**src/rtl/bank_guard_pkg.sv**
```systemverilog
package bank_guard_pkg;
  typedef enum logic [2:0] {
    OP_NOP = 3'd0,
    OP_ACT = 3'd1,
    OP_RD  = 3'd2,
    OP_WR  = 3'd3,
    OP_PRE = 3'd4,
    OP_REF = 3'd5,
    OP_MRS = 3'd6
  } guard_op_e;
endpackage

```
**src/rtl/elapsed_ctr.sv**
```systemverilog
// Counts cycles since the last start pulse; saturates at all-ones (reset value).
module elapsed_ctr #(
  parameter int W = 6
) (
  input  logic         clk,
  input  logic         rst,
  input  logic         start,
  output logic [W-1:0] count
);
  localparam logic [W-1:0] SAT = '1;

  always_ff @(posedge clk) begin
    if (rst)               count <= SAT;
    else if (start)        count <= W'(1);
    else if (count != SAT) count <= count + W'(1);
  end
endmodule

```
**src/rtl/bank_tracker.sv**
```systemverilog
module bank_tracker #(
  parameter int CW      = 6,
  parameter int ROW_W   = 13,
  parameter int T_RCD   = 3,
  parameter int T_RP    = 3,
  parameter int T_RAS   = 7,
  parameter int T_RC    = 10,
  parameter int T_WR    = 3,
  parameter int HALF_BL = 2
) (
  input  logic             clk,
  input  logic             rst,
  input  logic             act_i,
  input  logic             col_i,
  input  logic             col_wr_i,
  input  logic             col_ap_i,
  input  logic             pre_i,
  input  logic [ROW_W-1:0] row_i,
  output logic             open_o,
  output logic [ROW_W-1:0] row_o,
  output logic             busy_o,
  output logic             can_act_o,
  output logic             can_col_o,
  output logic             can_pre_o,
  output logic             idle_o
);
  localparam logic [CW-1:0] RD_REC = CW'(HALF_BL);
  localparam logic [CW-1:0] WR_REC = CW'(HALF_BL + T_WR);

  logic             open_q, ap_q, last_wr_q;
  logic [ROW_W-1:0] row_q;
  logic [CW-1:0]    act_cnt, rw_cnt, cls_cnt;
  logic             rec_ok, ras_ok, ap_fire, close_ev;

  elapsed_ctr #(.W(CW)) act_ctr_i (.clk(clk), .rst(rst), .start(act_i),    .count(act_cnt));
  elapsed_ctr #(.W(CW)) rw_ctr_i  (.clk(clk), .rst(rst), .start(col_i),    .count(rw_cnt));
  elapsed_ctr #(.W(CW)) cls_ctr_i (.clk(clk), .rst(rst), .start(close_ev), .count(cls_cnt));

  always_comb begin
    rec_ok    = rw_cnt >= (last_wr_q ? WR_REC : RD_REC);
    ras_ok    = act_cnt >= CW'(T_RAS);
    ap_fire   = open_q && ap_q && rec_ok && ras_ok;
    close_ev  = pre_i || ap_fire;
    can_act_o = !open_q && (cls_cnt >= CW'(T_RP)) && (act_cnt >= CW'(T_RC));
    can_col_o = open_q && !ap_q && (act_cnt >= CW'(T_RCD));
    can_pre_o = open_q && !ap_q && ras_ok && rec_ok;
    idle_o    = !open_q && (cls_cnt >= CW'(T_RP));
  end

  always_ff @(posedge clk) begin
    if (rst) begin
      open_q    <= 1'b0;
      ap_q      <= 1'b0;
      last_wr_q <= 1'b0;
      row_q     <= '0;
    end else begin
      if (act_i) begin
        open_q <= 1'b1;
        row_q  <= row_i;
      end
      if (col_i) begin
        last_wr_q <= col_wr_i;
        ap_q      <= col_ap_i;
      end
      if (close_ev) begin
        open_q <= 1'b0;
        ap_q   <= 1'b0;
      end
    end
  end

  assign open_o = open_q;
  assign row_o  = row_q;
  assign busy_o = ap_q;


  act_closed_chk: assert property (@(posedge clk) disable iff (rst) act_i |-> !open_q);

  col_open_chk: assert property (@(posedge clk) disable iff (rst)
    col_i |-> (open_q && !ap_q && act_cnt >= CW'(T_RCD)));

  pre_ras_chk: assert property (@(posedge clk) disable iff (rst) pre_i |-> act_cnt >= CW'(T_RAS));

  close_cause_chk: assert property (@(posedge clk) disable iff (rst)
    $fell(open_q) |-> $past(pre_i || ap_q));
endmodule

```
**src/rtl/rank_spacing.sv**
```systemverilog
module rank_spacing #(
  parameter int CW      = 6,
  parameter int T_RRD   = 2,
  parameter int T_MRD   = 2,
  parameter int T_RFC   = 12,
  parameter int T_WTR   = 1,
  parameter int HALF_BL = 2
) (
  input  logic clk,
  input  logic rst,
  input  logic act_ev,
  input  logic col_ev,
  input  logic col_wr,
  input  logic ref_ev,
  input  logic mrs_ev,
  output logic rrd_ok,
  output logic rd_ok,
  output logic wr_ok,
  output logic quiet_ok
);
  logic [CW-1:0] rrd_cnt, col_cnt, ref_cnt, mrs_cnt;
  logic          last_wr_q;

  elapsed_ctr #(.W(CW)) rrd_ctr_i (.clk(clk), .rst(rst), .start(act_ev), .count(rrd_cnt));
  elapsed_ctr #(.W(CW)) col_ctr_i (.clk(clk), .rst(rst), .start(col_ev), .count(col_cnt));
  elapsed_ctr #(.W(CW)) ref_ctr_i (.clk(clk), .rst(rst), .start(ref_ev), .count(ref_cnt));
  elapsed_ctr #(.W(CW)) mrs_ctr_i (.clk(clk), .rst(rst), .start(mrs_ev), .count(mrs_cnt));

  always_ff @(posedge clk) begin
    if (rst)         last_wr_q <= 1'b0;
    else if (col_ev) last_wr_q <= col_wr;
  end

  always_comb begin
    rrd_ok   = rrd_cnt >= CW'(T_RRD);
    wr_ok    = col_cnt >= CW'(HALF_BL);
    rd_ok    = col_cnt >= (last_wr_q ? CW'(HALF_BL + T_WTR) : CW'(HALF_BL));
    quiet_ok = (ref_cnt >= CW'(T_RFC)) && (mrs_cnt >= CW'(T_MRD));
  end

  generate
    if (T_MRD > 1) begin : g_mrd_chk

      mrd_quiet_chk: assert property (@(posedge clk) disable iff (rst)
        mrs_ev |=> !(act_ev || col_ev || ref_ev || mrs_ev));
    end
    if (T_RRD > 1) begin : g_rrd_chk

      rrd_gap_chk: assert property (@(posedge clk) disable iff (rst) act_ev |=> !act_ev);
    end
  endgenerate
endmodule

```
**src/rtl/ddr_bank_guard.sv**
```systemverilog
module ddr_bank_guard
  import bank_guard_pkg::*;
#(
  parameter int NB        = 4,
  parameter int ROW_W     = 13,
  parameter int BURST_LEN = 4,
  parameter int T_RCD     = 3,
  parameter int T_RP      = 3,
  parameter int T_RAS     = 7,
  parameter int T_RC      = 10,
  parameter int T_RRD     = 2,
  parameter int T_WR      = 3,
  parameter int T_MRD     = 2,
  parameter int T_RFC     = 12,
  parameter int T_WTR     = 1
) (
  input  logic                   clk,
  input  logic                   rst,
  input  logic                   cmd_valid,
  input  logic [2:0]             cmd_op,
  input  logic [$clog2(NB)-1:0]  cmd_bank,
  input  logic [ROW_W-1:0]       cmd_addr,
  output logic                   cmd_legal,
  output logic                   cmd_error,
  output logic [NB-1:0]          bank_open,
  output logic                   row_hit
);
  localparam int BA_W    = $clog2(NB);
  localparam int AP_BIT  = 10;
  localparam int HALF_BL = BURST_LEN / 2;
  localparam int LIM     = T_RCD + T_RP + T_RAS + T_RC + T_RRD + T_WR + T_MRD
                         + T_RFC + T_WTR + BURST_LEN;
  localparam int CW      = $clog2(LIM + 2);

  logic [NB-1:0]    busy_v, cact_v, ccol_v, cpre_v, idle_v;
  logic [ROW_W-1:0] row_v [NB];
  logic             go, a10, rrd_ok, rd_ok, wr_ok, quiet_ok, pre_all_ok, all_idle;
  logic             is_act, is_col, is_wr, is_pre, is_ref, is_mrs;

  assign a10    = cmd_addr[AP_BIT];
  assign go     = cmd_valid && cmd_legal;
  assign is_act = cmd_op == OP_ACT;
  assign is_wr  = cmd_op == OP_WR;
  assign is_col = (cmd_op == OP_RD) || is_wr;
  assign is_pre = cmd_op == OP_PRE;
  assign is_ref = cmd_op == OP_REF;
  assign is_mrs = cmd_op == OP_MRS;

  for (genvar b = 0; b < NB; b++) begin : g_bank
    logic sel;
    assign sel = cmd_bank == BA_W'(b);
    bank_tracker #(
      .CW(CW), .ROW_W(ROW_W), .T_RCD(T_RCD), .T_RP(T_RP), .T_RAS(T_RAS),
      .T_RC(T_RC), .T_WR(T_WR), .HALF_BL(HALF_BL)
    ) trk_i (
      .clk       (clk),
      .rst       (rst),
      .act_i     (go && is_act && sel),
      .col_i     (go && is_col && sel),
      .col_wr_i  (is_wr),
      .col_ap_i  (a10),
      .pre_i     (go && is_pre && (a10 ? bank_open[b] : sel)),
      .row_i     (cmd_addr),
      .open_o    (bank_open[b]),
      .row_o     (row_v[b]),
      .busy_o    (busy_v[b]),
      .can_act_o (cact_v[b]),
      .can_col_o (ccol_v[b]),
      .can_pre_o (cpre_v[b]),
      .idle_o    (idle_v[b])
    );
  end

  rank_spacing #(
    .CW(CW), .T_RRD(T_RRD), .T_MRD(T_MRD), .T_RFC(T_RFC), .T_WTR(T_WTR), .HALF_BL(HALF_BL)
  ) spc_i (
    .clk      (clk),
    .rst      (rst),
    .act_ev   (go && is_act),
    .col_ev   (go && is_col),
    .col_wr   (is_wr),
    .ref_ev   (go && is_ref),
    .mrs_ev   (go && is_mrs),
    .rrd_ok   (rrd_ok),
    .rd_ok    (rd_ok),
    .wr_ok    (wr_ok),
    .quiet_ok (quiet_ok)
  );

  always_comb begin
    all_idle   = &idle_v;
    pre_all_ok = &(cpre_v | ~bank_open);
    case (cmd_op)
      OP_NOP:  cmd_legal = 1'b1;
      OP_ACT:  cmd_legal = quiet_ok && rrd_ok && cact_v[cmd_bank];
      OP_RD:   cmd_legal = quiet_ok && rd_ok && ccol_v[cmd_bank];
      OP_WR:   cmd_legal = quiet_ok && wr_ok && ccol_v[cmd_bank];
      OP_PRE:  cmd_legal = quiet_ok && (a10 ? pre_all_ok : cpre_v[cmd_bank]);
      OP_REF,
      OP_MRS:  cmd_legal = quiet_ok && all_idle;
      default: cmd_legal = 1'b0;
    endcase
    row_hit = bank_open[cmd_bank] && !busy_v[cmd_bank] && (row_v[cmd_bank] == cmd_addr);
  end

  always_ff @(posedge clk) begin
    if (rst) cmd_error <= 1'b0;
    else     cmd_error <= cmd_valid && (cmd_op != OP_NOP) && !cmd_legal;
  end


  pre_all_close_chk: assert property (@(posedge clk) disable iff (rst)
    (go && is_pre && a10) |=> (bank_open == '0));

  err_keeps_open_chk: assert property (@(posedge clk) disable iff (rst)
    (cmd_valid && !cmd_legal && is_act) |=> ($past(bank_open[cmd_bank]) || !bank_open[$past(cmd_bank)]));
endmodule

```
**config.mk**
```make
export PLATFORM = sky130hd
export DESIGN_NAME = ddr_bank_guard
export DESIGN_NICKNAME = d
export VERILOG_FILES = /design/src/rtl/bank_guard_pkg.sv /design/src/rtl/elapsed_ctr.sv /design/src/rtl/bank_tracker.sv /design/src/rtl/rank_spacing.sv /design/src/rtl/ddr_bank_guard.sv
export SDC_FILE = /design/constraint.sdc
export NUM_CORES = 1
export LEC_CHECK = 0
export BUFFER_PORTS_ARGS = -buffer_cell sky130_fd_sc_hd__buf_4
export CAP_MARGIN = 10
export CORE_UTILIZATION = 55
export CTS_BUF_LIST = sky130_fd_sc_hd__clkbuf_4
export CTS_CLUSTER_DIAMETER = 40
export DETAILED_ROUTE_END_ITERATION = 7
export PLACE_DENSITY = 0.72
export SLEW_MARGIN = 20
export SYNTH_ARGS = -nofsm -noshare
export SYNTH_HDL_FRONTEND = slang
export SYNTH_SLANG_ARGS = --single-unit
```
**constraint.sdc**
```tcl
create_clock -name clk -period 4 [get_ports clk]
set_input_delay 0.8 -clock clk [delete_from_list [all_inputs] [get_ports clk]]
set_output_delay 0.8 -clock clk [all_outputs]
set_load 0.01 [all_outputs]
```
## Word level (Yosys, flattened, before mapping)

Cells that the tools add are included.

| operators by class | value |
|---|---|
| multiplexer cells | 56 |
| add/subtract/negate cells | 16 |
| reductions and logical operators | 120 |
| $lt $le $gt $ge | 27 |
| eq/ne operators | 26 |
| bitwise gates (word level) | 3 |

Operators by type and width:

| kind | count |
|---|---|
| 2-to-1 mux 6 bit | 32 |
| adder 6 x 1 -> 6 bit (second input constant) | 16 |
| inequality test 6 bit (second input constant) | 16 |
| logical AND 1 bit | 67 |
| >= comparator 6 x 2 -> 1 bit (second input constant) | 11 |
| OR reduction 2 bit | 17 |
| nonzero test 2 bit | 16 |
| >= comparator 6 x 4 -> 1 bit (second input constant) | 5 |
| >= comparator 6 bit | 5 |
| binary-select mux 13 bit (select 2 bit) | 1 |
| 2-to-1 mux 13 bit | 2 |
| >= comparator 6 x 3 -> 1 bit (second input constant) | 4 |
| == test 13 bit | 1 |
| 2-to-1 mux 3 bit | 4 |
| 2-to-1 mux 1 bit | 11 |
| binary-select mux 1 bit (select 2 bit) | 5 |
| logical NOT 1 bit | 10 |
| == test 3 bit (second input constant) | 3 |
| AND reduction 4 bit | 2 |
| == test 3 x 2 -> 1 bit (second input constant) | 2 |
| case mux 1 bit (6 select lines) | 1 |
| logical OR 1 bit | 5 |
| == test 2 bit (second input constant) | 2 |
| inverter 4 bit | 1 |
| 9 further kinds | 9 |

| storage, ports and cells | value |
|---|---|
| word-level logic and storage cells | 298 |
| bits in registers | 162 |

## Longest topological paths before layout

| logic depth | value |
|---|---|
| depth after elaboration | 14 |
| gate-level depth with buffers | 12 |

## By module

From an unflattened synthesis, not the netlist that was laid out.

| unflattened totals | value |
|---|---|
| cells, all modules | 1018 |
| area, all modules | 9017.4 µm² |

Modules (own cells, without submodules):

| module | cells an instance | area each (µm²) | times used |
|---|---|---|---|
| elapsed_ctr | 35 | 304.0 | 16 |
| bank_tracker | 78 | 735.7 | 4 |
| ddr_bank_guard | 129 | 1094.8 | 1 |
| rank_spacing | 17 | 115.1 | 1 |

## Worst setup path before layout

OpenSTA, ideal clock, no wires.

| path | value |
|---|---|
| path type | input-to-output |
| from | input port cmd_bank[0] |
| to | output port row_hit |
| stages | 6 |
| data arrival time | 2581 ps |
| data required time | 3200 ps |
| setup slack | 619 ps |
| path buffers | 2 |
| path through | buf_2 buf_1 mux4_2 xnor2_1 nand4_1 nor3_1 |

| between the ends | value |
|---|---|
| word-level cells in the longest chain between the ends | 6 |

RTL lines:

| item | line | source |
|---|---|---|
| start: declaration | ddr_bank_guard.sv:21 | `input logic [$clog2(NB)-1:0] cmd_bank,` |
| inverter 2 -> 3 bit (not written as such) | ddr_bank_guard.sv:103 | `row_hit = bank_open[cmd_bank] && !busy_v[cmd_bank] && (row_v[cmd_bank] == cmd_addr);` |
| binary-select mux 13 bit (select 2 bit) | ddr_bank_guard.sv:103 |  |
| 2-to-1 mux 13 bit (not written as such) (2 in series) | ddr_bank_guard.sv:103 |  |
| == test 13 bit | ddr_bank_guard.sv:103 |  |
| logical AND 1 bit * | ddr_bank_guard.sv:103 |  |
| end: declaration | ddr_bank_guard.sv:26 | `output logic row_hit` |

Mark *: on every way between the ends. The rest lies on a longest branch, timed or not. The select of a mux whose other input is x is not followed.

## Worst setup path after layout

| path | value |
|---|---|
| from | register g_bank[2].trk_i.last_wr_q |
| to | output port cmd_legal |

| between the ends | value |
|---|---|
| word-level cells in the longest chain between the ends | 8 |

RTL lines:

| item | line | source |
|---|---|---|
| start: declaration | bank_tracker.sv:30 | `logic open_q, ap_q, last_wr_q;` |
| start signal: assignment | bank_tracker.sv:62 | `last_wr_q <= col_wr_i;` |
| 2-to-1 mux 3 bit * | bank_tracker.sv:40 | `rec_ok = rw_cnt >= (last_wr_q ? WR_REC : RD_REC);` |
| >= comparator 6 bit * | bank_tracker.sv:40 |  |
| logical AND 1 bit * | bank_tracker.sv:46 | `can_pre_o = open_q && !ap_q && ras_ok && rec_ok;` |
| binary-select mux 1 bit (select 2 bit) / OR 4 bit (equally long branches) | ddr_bank_guard.sv:98, ddr_bank_guard.sv:92 |  |
| 2-to-1 mux 1 bit (not written as such) / AND reduction 4 bit (equally long branches) | ddr_bank_guard.sv:98, ddr_bank_guard.sv:92 |  |
| 2-to-1 mux 1 bit * | ddr_bank_guard.sv:98 | `OP_PRE: cmd_legal = quiet_ok && (a10 ? pre_all_ok : cpre_v[cmd_bank]);` |
| logical AND 1 bit * | ddr_bank_guard.sv:98 |  |
| case mux 1 bit (6 select lines) * | ddr_bank_guard.sv:93 | `case (cmd_op)` |
| end: declaration | ddr_bank_guard.sv:23 | `output logic cmd_legal,` |

Marks and branches as above.

==> run metrics <==
Max-Cap Viols=0; TritonCTS Buffers=17; CP Max Fanout=5; largest net degree at the start of global routing=85; Post-synth EDFFs=0; Distinct cells, synth=57; root buffer cell=clkbuf_4; Comb pwr share=0.396; Die Span X=127 um; Buffers on Ports=27; startpoint types=register; final worst-path cycle share=0.954; via-per-instance ratio=5.81; layout cells sized above 1=0.117; first-pass GRT wire length=28000 um; antenna violations before repair=1; slowest stage delay, CP=0.42 ns; number of fill cells=1344; Hold Crit Start=spc_i.last_wr_q; Boundary Pins=28; switch share=0.379; Clock Latency Late Sink=0.58 ns; Top delay family on crit path=compound AO/OA/AOI/OAI gates; Crit-path slowest cell=dfxtp_1; CTS sink count=162; Setup CP Type=register to primary output; Multi-input gate area=5060 um^2; Most used DFF post-synth=dfxtp_1; Pleak=3.80 nW; DR DRC count=0; Psw=2.14 mW; Fin Setup TNS=0 ns; Fin. Hold Viols=0; hold_ws=0.481 ns; Fmax achieved=0.262 GHz; detailed placement HPWL=11300 um; DR pass1 iterations=5; reg2reg start=g_bank[2].trk_i.act_ctr_i.count[3]; full die area=16100 um^2; Worst Skew=0.0172 ns; number of global-route vias before repair=5973; Die Y=127 um; clock network fraction of total power=0.181; final worst setup slack=0.183 ns; flop2flop setup slack=0.86 ns; core area=15200 um^2; Mapped Area=8550 um^2; Net Count, Synth=990; wire per inst=14.4 um; Syn-to-layout area delta=7.71%; Arr. time, crit path=3.02 ns; Overflow after GRT=0; endpoint class of the critical path=primary output; GPL Wtd Cong=0.859; Period minus WS final=3.82 ns; Synthesis Warnings=0; Initial DRC Count=352; Avg Cell Area, Syn=9.22 um^2; cells along the critical path=inv_1, ha_1, o21ai_0, o21a_1, o31a_1, nor4_1, o311ai_2, and2_2, o32ai_1, buf_4; via count=6607; CP required=3.20 ns; PwrDens=612 nW/um^2; RSZ-0062 raised after global routing=false; Antenna Violating Nets Remaining=0; post-synthesis cell count=928; post-synthesis async set-or-reset flop share=0; max-slew violations=0; clk buf depth=2; Least-Margin Pin Slew=0.791 ns; run status=finished clean; Design Power=5.64 mW; Max VDD drop=0.000249 V; crit path buf inv count=2; initial core utilization=0.563; WL final=16400 um; Seq/Total Area, Yosys=0.379; CTS tree=built; Synth Register Bits=162; Worst Hold Class=register to register; clk slew on worst S/H paths=0.14 ns; H-tree depth=4; Internal=3.50 mW; final count of negative-setup-slack endpoints=0; nets=998; dpl ws=0.283 ns; GRT Util Overall=0.215; register area=3250 um^2; Seq pwr share=0.423; Setup crit start=g_bank[2].trk_i.last_wr_q; floorplan row count=45; slew margin rel.=0.473; hold buffers post-CTS=0
==> power by group through the flow <==
stage	combinational, mW	clock (mW)	sequential, mW
3_5_place_dp	2.23	0	2.41
6_report	2.23	1.02	2.38
4_1_cts	2.25	1.06	2.38
5_1_grt	2.59	1.13	2.45
3_3_place_gp	2.18	0	2.40
2_1_floorplan	1.95	0	2.31
==> worst paths after layout <==
| kind | end | cells after the start |
|---|---|---|
| setup / recovery | cmd_legal | 10 |
| hold / removal | spc_i.last_wr_q | 1 |
| setup reg to reg | g_bank[0].trk_i.cls_ctr_i.count[0] | 8 |
| hold reg to reg | spc_i.last_wr_q | 1 |
==> cell type report <==
cell class | instances | area share
antenna | 1 | 0.000272
clock buffer | 17 | 0.0139
clock inverter | 15 | 0.0183
inverter | 25 | 0.0102
multi-input combinational | 693 | 0.549
sequential | 162 | 0.352
tap | 188 | 0.0255
timing repair buffer | 37 | 0.0302
==> flip-flops by register name, summed over array words and instances (netlist names) <==
register                      flops
g_bank.trk_i.row_o               52
g_bank.trk_i.act_ctr_i.count     24
g_bank.trk_i.cls_ctr_i.count     24
g_bank.trk_i.rw_ctr_i.count      24
spc_i.col_ctr_i.count             6
spc_i.mrs_ctr_i.count             6
spc_i.ref_ctr_i.count             6
spc_i.rrd_ctr_i.count             6
g_bank.trk_i.busy_o               4
g_bank.trk_i.last_wr_q            4
g_bank.trk_i.open_o               4
cmd_error                         1
spc_i.last_wr_q                   1
==> logic make-up after synthesis <==
logic type / Yosys count / synth area share
mux: 86 / 0.121
fa+ha+maj: 41 / 0.0600
xor+xnor: 44 / 0.0451
simple gates: 322 / 0.197
compound gates: 200 / 0.162
buf+inv: 73 / 0.0358
flops: 162 / 0.379
==> Yosys cell counts (13+ instances only) <==
| cell | instances | area [um^2] |
|---|---|---|
| mux2i_1 | 65 | 651 |
| mux4_2 | 13 | 293 |
| xnor2_1 | 29 | 254 |
| a21oi_1 | 17 | 85.1 |
| clkbuf_1 | 32 | 120 |
| nand3_1 | 46 | 230 |
| o21ai_0 | 50 | 250 |
| nand3b_1 | 16 | 120 |
| nor2_1 | 94 | 353 |
| dfxtp_1 | 162 | 3240 |
| nand2_1 | 32 | 120 |
| or3_1 | 13 | 81.3 |
| and3_1 | 28 | 175 |
| o21bai_1 | 76 | 571 |
| inv_1 | 25 | 93.8 |
| nor3_1 | 19 | 95.1 |
| ha_1 | 41 | 513 |
| xor2_1 | 15 | 131 |
==> stage by stage <==
step           cells  utilization  instance area, um^2
5_1_grt         1138        0.606                 9210
2_1_floorplan    928            -                 8550
3_5_place_dp    1105        0.586                 8900
6_report        1138        0.606                 9210
4_1_cts         1137        0.605                 9200
3_3_place_gp    1105        0.586                 8900
==> routing by layer <==
layer,track usage,share of wire,vias up
met3,0.0515,0.037,21
met4,0.0714,0.014,0
met5,0,0,-
met2,0.351,0.46,105
li1,-,-,3373
met1,0.281,0.49,3108
==> what timing repair did <==
action                                  in CTS  in global routing
resized for setup                            0                  5
endpoints found under the setup margin       0                  1
setup buffers                                0                  0
==> worst register-to-register path, delay by kind of cell (launching register included) <==
family	cells	cell delay, ns
AOI/OAI and AO/OA	4	1.23
DFF	1	0.37
buffers and inverters	1	0.26
and+or+nand+nor	3	1.18
==> placed cells by master, fill, tap and decap left out, drive strengths merged, types with 11 or more instances in the layout <==
cell and n:
nor4 12, nor2 94, dfxtp 162, nand3 46, nand2b 13, inv 34
or3 13, a21oi 17, nor3 19, xnor2 29, mux2i 65, xor2 15
and3 28, o21bai 76, and2 11, buf 37, mux4 13, o21ai 50
nand3b 16, nand2 32, ha 41, clkbuf 17
Note: power is estimated with default switching activity, not from simulation.
